$ cat src/rtl/prt_pkg.sv
package prt_pkg;
   localparam int unsigned ADDR_W = 3;

   localparam logic [ADDR_W-1:0] RA_CTRL   = 3'd0;
   localparam logic [ADDR_W-1:0] RA_RLD_LO = 3'd1;
   localparam logic [ADDR_W-1:0] RA_RLD_HI = 3'd2;
   localparam logic [ADDR_W-1:0] RA_CNT_LO = 3'd3;
   localparam logic [ADDR_W-1:0] RA_CNT_HI = 3'd4;

   localparam int unsigned B_EN   = 0;
   localparam int unsigned B_LD   = 1;
   localparam int unsigned B_DIV  = 2;
   localparam int unsigned B_CONT = 4;
   localparam int unsigned B_FRZ  = 5;
   localparam int unsigned B_FLAG = 7;

   typedef struct packed {
      logic       freeze;
      logic       cont;
      logic [1:0] div;
      logic       load;
      logic       en;
   } ctrl_t;
endpackage

$ cat src/rtl/prt_prescaler.sv
module prt_prescaler #(
   parameter int unsigned DIV_BASE_LOG2 = 2,
   parameter int unsigned DIV_STEP_LOG2 = 2
) (
   input  logic       clk,
   input  logic       rst_n,
   input  logic       restart,
   input  logic       advance,
   input  logic [1:0] div_sel,
   output logic       tick
);
   localparam int unsigned PRE_W = DIV_BASE_LOG2 + 3 * DIV_STEP_LOG2;

   if (DIV_BASE_LOG2 < 1 || PRE_W > 30) begin : g_bad_div
      $error("prt_prescaler: divider parameters out of range");
   end

   logic [PRE_W-1:0] lim_tab [4];
   logic [PRE_W-1:0] limit;
   logic [PRE_W-1:0] pre_q;

   for (genvar g = 0; g < 4; g++) begin : g_lim
      assign lim_tab[g] = PRE_W'((1 << (DIV_BASE_LOG2 + DIV_STEP_LOG2 * g)) - 1);
   end

   assign limit = lim_tab[div_sel];
   assign tick  = advance && !restart && (pre_q == limit);

   always_ff @(posedge clk or negedge rst_n) begin
      if (!rst_n)       pre_q <= '0;
      else if (restart) pre_q <= '0;
      else if (advance) pre_q <= (pre_q == limit) ? '0 : pre_q + 1'b1;
   end

   AST_TICK_ISOLATED: assert property (@(posedge clk) disable iff (!rst_n)
      tick |=> !tick);
endmodule

$ cat src/rtl/prt_counter.sv
module prt_counter #(
   parameter int unsigned CNT_W = 16
) (
   input  logic             clk,
   input  logic             rst_n,
   input  logic             enable,
   input  logic             freeze_req,
   input  logic             load,
   input  logic             cont,
   input  logic [CNT_W-1:0] reload,
   input  logic             tick,
   output logic             advance,
   output logic             restart,
   output logic [CNT_W-1:0] count,
   output logic             timeout
);
   logic en_q, expired_q, last_step;

   assign advance   = enable && !freeze_req && !expired_q;
   assign restart   = load || (enable && !en_q);
   assign last_step = tick && (count == CNT_W'(1));

   always_ff @(posedge clk or negedge rst_n) begin
      if (!rst_n) begin
         en_q      <= 1'b0;
         expired_q <= 1'b0;
         count     <= '0;
         timeout   <= 1'b0;
      end else begin
         en_q    <= enable;
         timeout <= last_step && !load;
         if (load) begin
            count     <= reload;
            expired_q <= 1'b0;
         end else if (last_step) begin
            count     <= cont ? reload : '0;
            expired_q <= !cont;
         end else if (tick) begin
            count <= count - 1'b1;
         end
      end
   end

   AST_PULSE_SINGLE: assert property (@(posedge clk) disable iff (!rst_n)
      timeout |=> !timeout);
   AST_HOLD_DISABLED: assert property (@(posedge clk) disable iff (!rst_n)
      (!enable && !load) |=> $stable(count));
   AST_QUIET_DISABLED: assert property (@(posedge clk) disable iff (!rst_n)
      !enable |=> !timeout);
   AST_FREEZE_HOLD: assert property (@(posedge clk) disable iff (!rst_n)
      (freeze_req && !load) |=> $stable(count));
   AST_CONT_RELOAD: assert property (@(posedge clk) disable iff (!rst_n)
      (timeout && $past(cont)) |-> (count == $past(reload)));
   AST_ONESHOT_PARK: assert property (@(posedge clk) disable iff (!rst_n)
      (timeout && !$past(cont)) |-> (count == '0));
   AST_PARKED_STILL: assert property (@(posedge clk) disable iff (!rst_n)
      (expired_q && !load) |=> $stable(count));
endmodule

$ cat src/rtl/prt_regs.sv
module prt_regs
   import prt_pkg::*;
#(
   parameter int unsigned DATA_W  = 8,
   parameter bit          SNAP_HI = 1'b1
) (
   input  logic                clk,
   input  logic                rst_n,
   input  logic                wr_en,
   input  logic                rd_en,
   input  logic [ADDR_W-1:0]   addr,
   input  logic [DATA_W-1:0]   wdata,
   input  logic [2*DATA_W-1:0] count,
   input  logic                timeout,
   output ctrl_t               ctl,
   output logic [2*DATA_W-1:0] reload,
   output logic [DATA_W-1:0]   rdata
);
   localparam int unsigned CNT_W = 2 * DATA_W;

   logic en_q, ld_q, cont_q, frz_q, flag_q;
   logic [1:0] div_q;
   logic [DATA_W-1:0] rld_lo_q, rld_hi_q, cnt_hi_rd;
   logic ctl_wr, ctl_rd, lo_rd;

   assign ctl_wr = wr_en && (addr == RA_CTRL);
   assign ctl_rd = rd_en && (addr == RA_CTRL);
   assign lo_rd  = rd_en && (addr == RA_CNT_LO);

   always_ff @(posedge clk or negedge rst_n) begin
      if (!rst_n) begin
         en_q <= 1'b0; ld_q <= 1'b0; cont_q <= 1'b0; frz_q <= 1'b0;
         div_q <= 2'b00; flag_q <= 1'b0;
         rld_lo_q <= '0; rld_hi_q <= '0;
      end else begin
         ld_q <= ctl_wr && wdata[B_LD];
         if (ctl_wr) begin
            en_q   <= wdata[B_EN];
            div_q  <= wdata[B_DIV +: 2];
            cont_q <= wdata[B_CONT];
            frz_q  <= wdata[B_FRZ];
         end
         if (wr_en && addr == RA_RLD_LO) rld_lo_q <= wdata;
         if (wr_en && addr == RA_RLD_HI) rld_hi_q <= wdata;
         if (timeout)     flag_q <= 1'b1;
         else if (ctl_rd) flag_q <= 1'b0;
      end
   end

   if (SNAP_HI) begin : g_snap
      logic [DATA_W-1:0] hi_q;
      always_ff @(posedge clk or negedge rst_n) begin
         if (!rst_n)     hi_q <= '0;
         else if (lo_rd) hi_q <= count[CNT_W-1:DATA_W];
      end
      assign cnt_hi_rd = hi_q;
      AST_SNAP_COHERENT: assert property (@(posedge clk) disable iff (!rst_n)
         lo_rd |=> (hi_q == $past(count[CNT_W-1:DATA_W])));
   end else begin : g_live
      assign cnt_hi_rd = count[CNT_W-1:DATA_W];
   end

   assign ctl    = '{freeze: frz_q, cont: cont_q, div: div_q, load: ld_q, en: en_q};
   assign reload = {rld_hi_q, rld_lo_q};

   always_comb begin
      rdata = '0;
      case (addr)
         RA_CTRL:   rdata = DATA_W'({flag_q, 1'b0, frz_q, cont_q, div_q, ld_q, en_q});
         RA_RLD_LO: rdata = rld_lo_q;
         RA_RLD_HI: rdata = rld_hi_q;
         RA_CNT_LO: rdata = count[DATA_W-1:0];
         RA_CNT_HI: rdata = cnt_hi_rd;
         default:   rdata = '0;
      endcase
   end

   AST_FLAG_SET: assert property (@(posedge clk) disable iff (!rst_n)
      timeout |=> flag_q);
   AST_FLAG_STICKY: assert property (@(posedge clk) disable iff (!rst_n)
      (flag_q && !ctl_rd) |=> flag_q);
   AST_LOAD_CLEARS: assert property (@(posedge clk) disable iff (!rst_n)
      (ld_q && !ctl_wr) |=> !ld_q);
endmodule

$ cat src/rtl/reload_timer_top.sv
module reload_timer_top
   import prt_pkg::*;
#(
   parameter int unsigned DATA_W        = 8,
   parameter int unsigned DIV_BASE_LOG2 = 2,
   parameter int unsigned DIV_STEP_LOG2 = 2,
   parameter bit          SNAP_HI       = 1'b1
) (
   input  logic              clk,
   input  logic              rst_n,
   input  logic              wr_en,
   input  logic              rd_en,
   input  logic [ADDR_W-1:0] addr,
   input  logic [DATA_W-1:0] wdata,
   output logic [DATA_W-1:0] rdata,
   input  logic              dbg_halt,
   output logic              timeout
);
   localparam int unsigned CNT_W = 2 * DATA_W;

   if (DATA_W < 8) begin : g_bad_width
      $error("reload_timer_top: DATA_W must hold the 8 control bits");
   end

   ctrl_t            ctl;
   logic [CNT_W-1:0] reload, count;
   logic             tick, advance, restart;

   prt_regs #(.DATA_W(DATA_W), .SNAP_HI(SNAP_HI)) u_regs (
      .clk(clk), .rst_n(rst_n), .wr_en(wr_en), .rd_en(rd_en), .addr(addr),
      .wdata(wdata), .count(count), .timeout(timeout),
      .ctl(ctl), .reload(reload), .rdata(rdata)
   );

   prt_counter #(.CNT_W(CNT_W)) u_cnt (
      .clk(clk), .rst_n(rst_n), .enable(ctl.en),
      .freeze_req(dbg_halt && ctl.freeze), .load(ctl.load), .cont(ctl.cont),
      .reload(reload), .tick(tick), .advance(advance), .restart(restart),
      .count(count), .timeout(timeout)
   );

   prt_prescaler #(.DIV_BASE_LOG2(DIV_BASE_LOG2), .DIV_STEP_LOG2(DIV_STEP_LOG2)) u_pre (
      .clk(clk), .rst_n(rst_n), .restart(restart), .advance(advance),
      .div_sel(ctl.div), .tick(tick)
   );
endmodule

$ cat config.mk
export PLATFORM = sky130hd
export DESIGN_NAME = reload_timer_top
export DESIGN_NICKNAME = d
export VERILOG_FILES = /design/src/rtl/prt_pkg.sv /design/src/rtl/prt_prescaler.sv /design/src/rtl/prt_counter.sv /design/src/rtl/prt_regs.sv /design/src/rtl/reload_timer_top.sv
export SDC_FILE = /design/constraint.sdc
export NUM_CORES = 1
export LEC_CHECK = 0
export ABC_CLOCK_PERIOD_IN_PS = 8500
export CORE_UTILIZATION = 62
export DETAILED_ROUTE_END_ITERATION = 8
export HOLD_SLACK_MARGIN = 0.05
export PLACE_DENSITY_LB_ADDON = 0.25
export SYNTH_ARGS = -nofsm -noshare
export SYNTH_HDL_FRONTEND = slang
export SYNTH_HIERARCHICAL = 1
export SYNTH_SLANG_ARGS = --single-unit
$ cat constraint.sdc
create_clock -name clk -period 8.5 [get_ports clk]
set_clock_uncertainty 0.15 [all_clocks]
set_input_delay 2.55 -clock clk [delete_from_list [all_inputs] [get_ports clk]]
set_output_delay 2.55 -clock clk [all_outputs]
set_load 0.03 [all_outputs]
==> impl_metrics.env, run 1 <==
export IMPL_ant_nets=0
export IMPL_numPortBuffers=24
export IMPL_layout_area_seq_um2=1450
export IMPL_cts_made_buffers=9
export IMPL_swShare=0.339
export IMPL_wl_per_cell_um=21.2
export IMPL_status="finished clean"
export IMPL_row_count=26
export IMPL_cp_required_ns=5.80
export IMPL_syn2layout_area_growth_pct=12.8
export IMPL_grt_pass1_wl_um=13100
export IMPL_post_route_drc_count=0
export IMPL_final_cells=398
export IMPL_seq_power_share=0.467
export IMPL_pwr_share_clk=0.293
export IMPL_synth_edf_count=0
export IMPL_powerDensity_nw_per_um2=239
export IMPL_async_reset_ff_frac=1.00
export IMPL_finalCriticalPeriod_ns=7.81
export IMPL_worstPathMaxFanout=16
export IMPL_clock_sinks=58
export IMPL_cp_slowest_cell="clkdlybuf4s50_1"
export IMPL_relSlewSlack=0.189
export IMPL_syn_area_um2=3370
export IMPL_cp_startpoint="addr[0]"
export IMPL_setup_slack_ns=0.686
export IMPL_final_cell_area_um2=3800
export IMPL_path_common_cell="clkdlybuf4s50_1"
export IMPL_cp_start_kind="primary input"
export IMPL_drive_gt1_frac=0.229
export IMPL_path_cells="clkdlybuf4s50_1, nor2b_1, a22oi_1, o21ai_0, clkdlybuf4s50_1"
export IMPL_die_w_um=75.7
export IMPL_core_area_um2=5170
export IMPL_worstPathArrival_ns=5.11
export IMPL_placed_area_um2=3600
export IMPL_synthCells=304
export IMPL_vdd_drop_max_mv=0.164
export IMPL_dr_pass1_iters=7
export IMPL_grt_overflow_total=0
export IMPL_multi_input_area_um2=1760
export IMPL_ys_ff_latch=58
export IMPL_hp_start="u_cnt/timeout"
export IMPL_report_final_slew_viol_count=0
export IMPL_synth_avg_cell_area_um2=11.1
export IMPL_cap_violations=0
export IMPL_whs_path_depth=1
export IMPL_p_switching_mw=0.308
export IMPL_fp_dieH_um=75.7
export IMPL_crit_type="primary input to output port"
export IMPL_tns_ns=0
export IMPL_p_int_mw=0.601
export IMPL_h_tree_depth=3
export IMPL_holdBufCountCts=0
export IMPL_clock_latency_ns=0.33
export IMPL_vias_per_cell=6.83
export IMPL_p_leak_nw=1.56
export IMPL_clk_pin_slew_ns=0.06
export IMPL_final_hold_violation_count=0
export IMPL_critPathMaxStageDelay_ns=0.82
export IMPL_endpoint_kind="output port"
export IMPL_synth_nets=323
export IMPL_cts_resized=0
export IMPL_place_gp_congestion=0.953
export IMPL_final_period_utilization=0.919
export IMPL_antenna_cells=0
export IMPL_dpl_cell_count=383
export IMPL_fmax_mhz=128
export IMPL_timing_rr_start="u_regs/frz_q"
export IMPL_ys_flop_type="dfrtp_1"
export IMPL_initial_core_util=0.652
export IMPL_setup_violations=0
export IMPL_grt_pass1_vias=2542
export IMPL_clock_path_buffers=2
export IMPL_post_cts_buffers=0
export IMPL_reg2reg_depth=7
export IMPL_rrSetupSlack_ns=4.49
export IMPL_grt_max_degree=59
export IMPL_yosysUniqueCellTypes=71
export IMPL_rsz0062_at_grt="no"
export IMPL_fill_cells=356
export IMPL_cts_root_buf="clkbuf_8"
export IMPL_worstMarginPinSlew_ns=1.21
export IMPL_grt_usage=0.322
export IMPL_r2r_end="u_cnt/count[11]"
export IMPL_pwr_share_comb=0.240
export IMPL_io_pins=25
export IMPL_drt_iter0_drc=398
export IMPL_dpl_hpwl_um=5900
export IMPL_min_to="u_regs/flag_q"
export IMPL_antenna_found_initial=0
export IMPL_ys_seq_area_frac=0.430
export IMPL_dp_slack_ns=0.727
export IMPL_hold_path_class="flip-flop to flip-flop"
export IMPL_nets=343
export IMPL_synth_warnings=6
export IMPL_cts_tree="yes"
export IMPL_dieArea_um2=5740
export IMPL_wl_um=8450
export IMPL_vias=2720
-- flip-flops by register name (all words and copies together) (netlist names) --
register	count
u_cnt/count	16
u_regs/cont_q	1
u_regs/ld_q	1
u_regs/cnt_hi_rd	8
u_regs/rld_lo_q	8
u_regs/frz_q	1
u_regs/en_q	1
u_regs/div_q	2
u_pre/pre_q	8
u_cnt/expired_q	1
u_cnt/timeout	1
u_regs/rld_hi_q	8
u_regs/flag_q	1
u_cnt/en_q	1
-- layer usage --
metal | global-route usage | vias to the layer above | routed length [µm]
met5 | 0 | - | 0
met3 | 0.0860 | 37 | 653
li1 | - | 1214 | -
met1 | 0.445 | 1307 | 3530
met2 | 0.477 | 162 | 3950
met4 | 0.142 | 0 | 309
-- logic make-up (layout without fill, tap and decap cells) --
family	after synthesis	after routing	share of synthesized area
muxes	41	41	0.136
xor gates and xnor gates	5	5	0.0130
AOI/OAI and AO/OA	71	71	0.168
DFF	58	58	0.430
adders and majority gates	3	3	0.0111
and+or+nand+nor	95	95	0.194
buffers and inverters	31	55	0.0475
-- synthesized netlist by cell type, types with 3 or more instances --
master     instances  area share
a21oi_1            3      0.0045
buf_4              6       0.013
a32oi_1            7       0.018
nor2_1            13       0.014
and3_1             5      0.0093
nand2_1           17       0.019
and4_1             3      0.0078
a221o_1            3      0.0089
inv_1             14       0.016
nand4_1            8       0.015
o31ai_1            5       0.011
a31oi_1            4      0.0074
mux2_2            39        0.13
nor3_1             3      0.0045
dfrtp_1           58        0.43
a22oi_1            7       0.016
nand3_1            9       0.013
and2b_1            3      0.0067
nor2b_1            4      0.0074
clkbuf_1           6      0.0067
xor2_1             4       0.010
o2bb2ai_1          5       0.013
o221ai_1           3      0.0078
ha_1               3       0.011
o32ai_1            3      0.0078
o21ai_0            9       0.013
nor4_1             3      0.0056
-- cell type report --
cell class / count / area share
clock buffer: 13 / 0.0444
clock inverter: 2 / 0.00921
inverter: 15 / 0.0148
multi-input combinational: 215 / 0.463
sequential: 58 / 0.382
tap: 70 / 0.0230
timing repair buffer: 25 / 0.0638
-- worst max-delay path by stage --
stage | to | slack [ns] | cells past startpoint
global placement | rdata[4] | 0.90 | 5
CTS | rdata[0] | 0.68 | 5
detailed placement | rdata[1] | 0.73 | 5
global route | rdata[1] | 0.55 | 5
floorplan | rdata[2] | 1.94 | 5
finish | rdata[1] | 0.69 | 5
-- critical path: cells and delay by family --
kind | cells | cell delay [ns]
and+or+nand+nor | 1 | 0.62
AOI/OAI and AO/OA | 2 | 0.39
buffers and inverters | 2 | 1.54
-- power groups by stage --
stage | Combinational, mW | Clock (mW) | Sequential (mW)
global route | 0.236 | 0.280 | 0.430
floorplan | 0.167 | 0 | 0.390
global placement | 0.205 | 0 | 0.423
detailed placement | 0.214 | 0 | 0.425
CTS | 0.216 | 0.268 | 0.420
finish | 0.218 | 0.266 | 0.424
-- placed cells by master, fill, tap and decap left out, types with 7 or more instances in the layout --
master / instances
inv_1: 14
o21ai_0: 9
mux2_2: 39
clkbuf_8: 12
clkdlybuf4s50_1: 23
nand4_1: 8
nand3_1: 9
a32oi_1: 7
nand2_1: 17
dfrtp_1: 58
a22oi_1: 7
nor2_1: 13
-- stage by stage --
step	util	total power, mW	hold WS [ns]
2_1_floorplan	-	0.557	0.300
3_3_place_gp	0.696	0.628	0.302
3_5_place_dp	0.696	0.640	0.310
4_1_cts	0.735	0.904	0.322
5_1_grt	0.735	0.947	0.352
6_report	0.735	0.909	0.318
Note: power is estimated with default switching activity, not from simulation.
==> run 2: changes to the inputs <==
--- a/config.mk
+++ b/config.mk
@@ -6,6 +6,7 @@
 export NUM_CORES = 1
 export LEC_CHECK = 0
 export ABC_CLOCK_PERIOD_IN_PS = 8500
+export CAP_MARGIN = 5
 export CORE_UTILIZATION = 62
 export DETAILED_ROUTE_END_ITERATION = 8
 export HOLD_SLACK_MARGIN = 0.05
==> results of run 2 <==
Same layout as run 1: the final DEF is identical, and so are final timing and power.
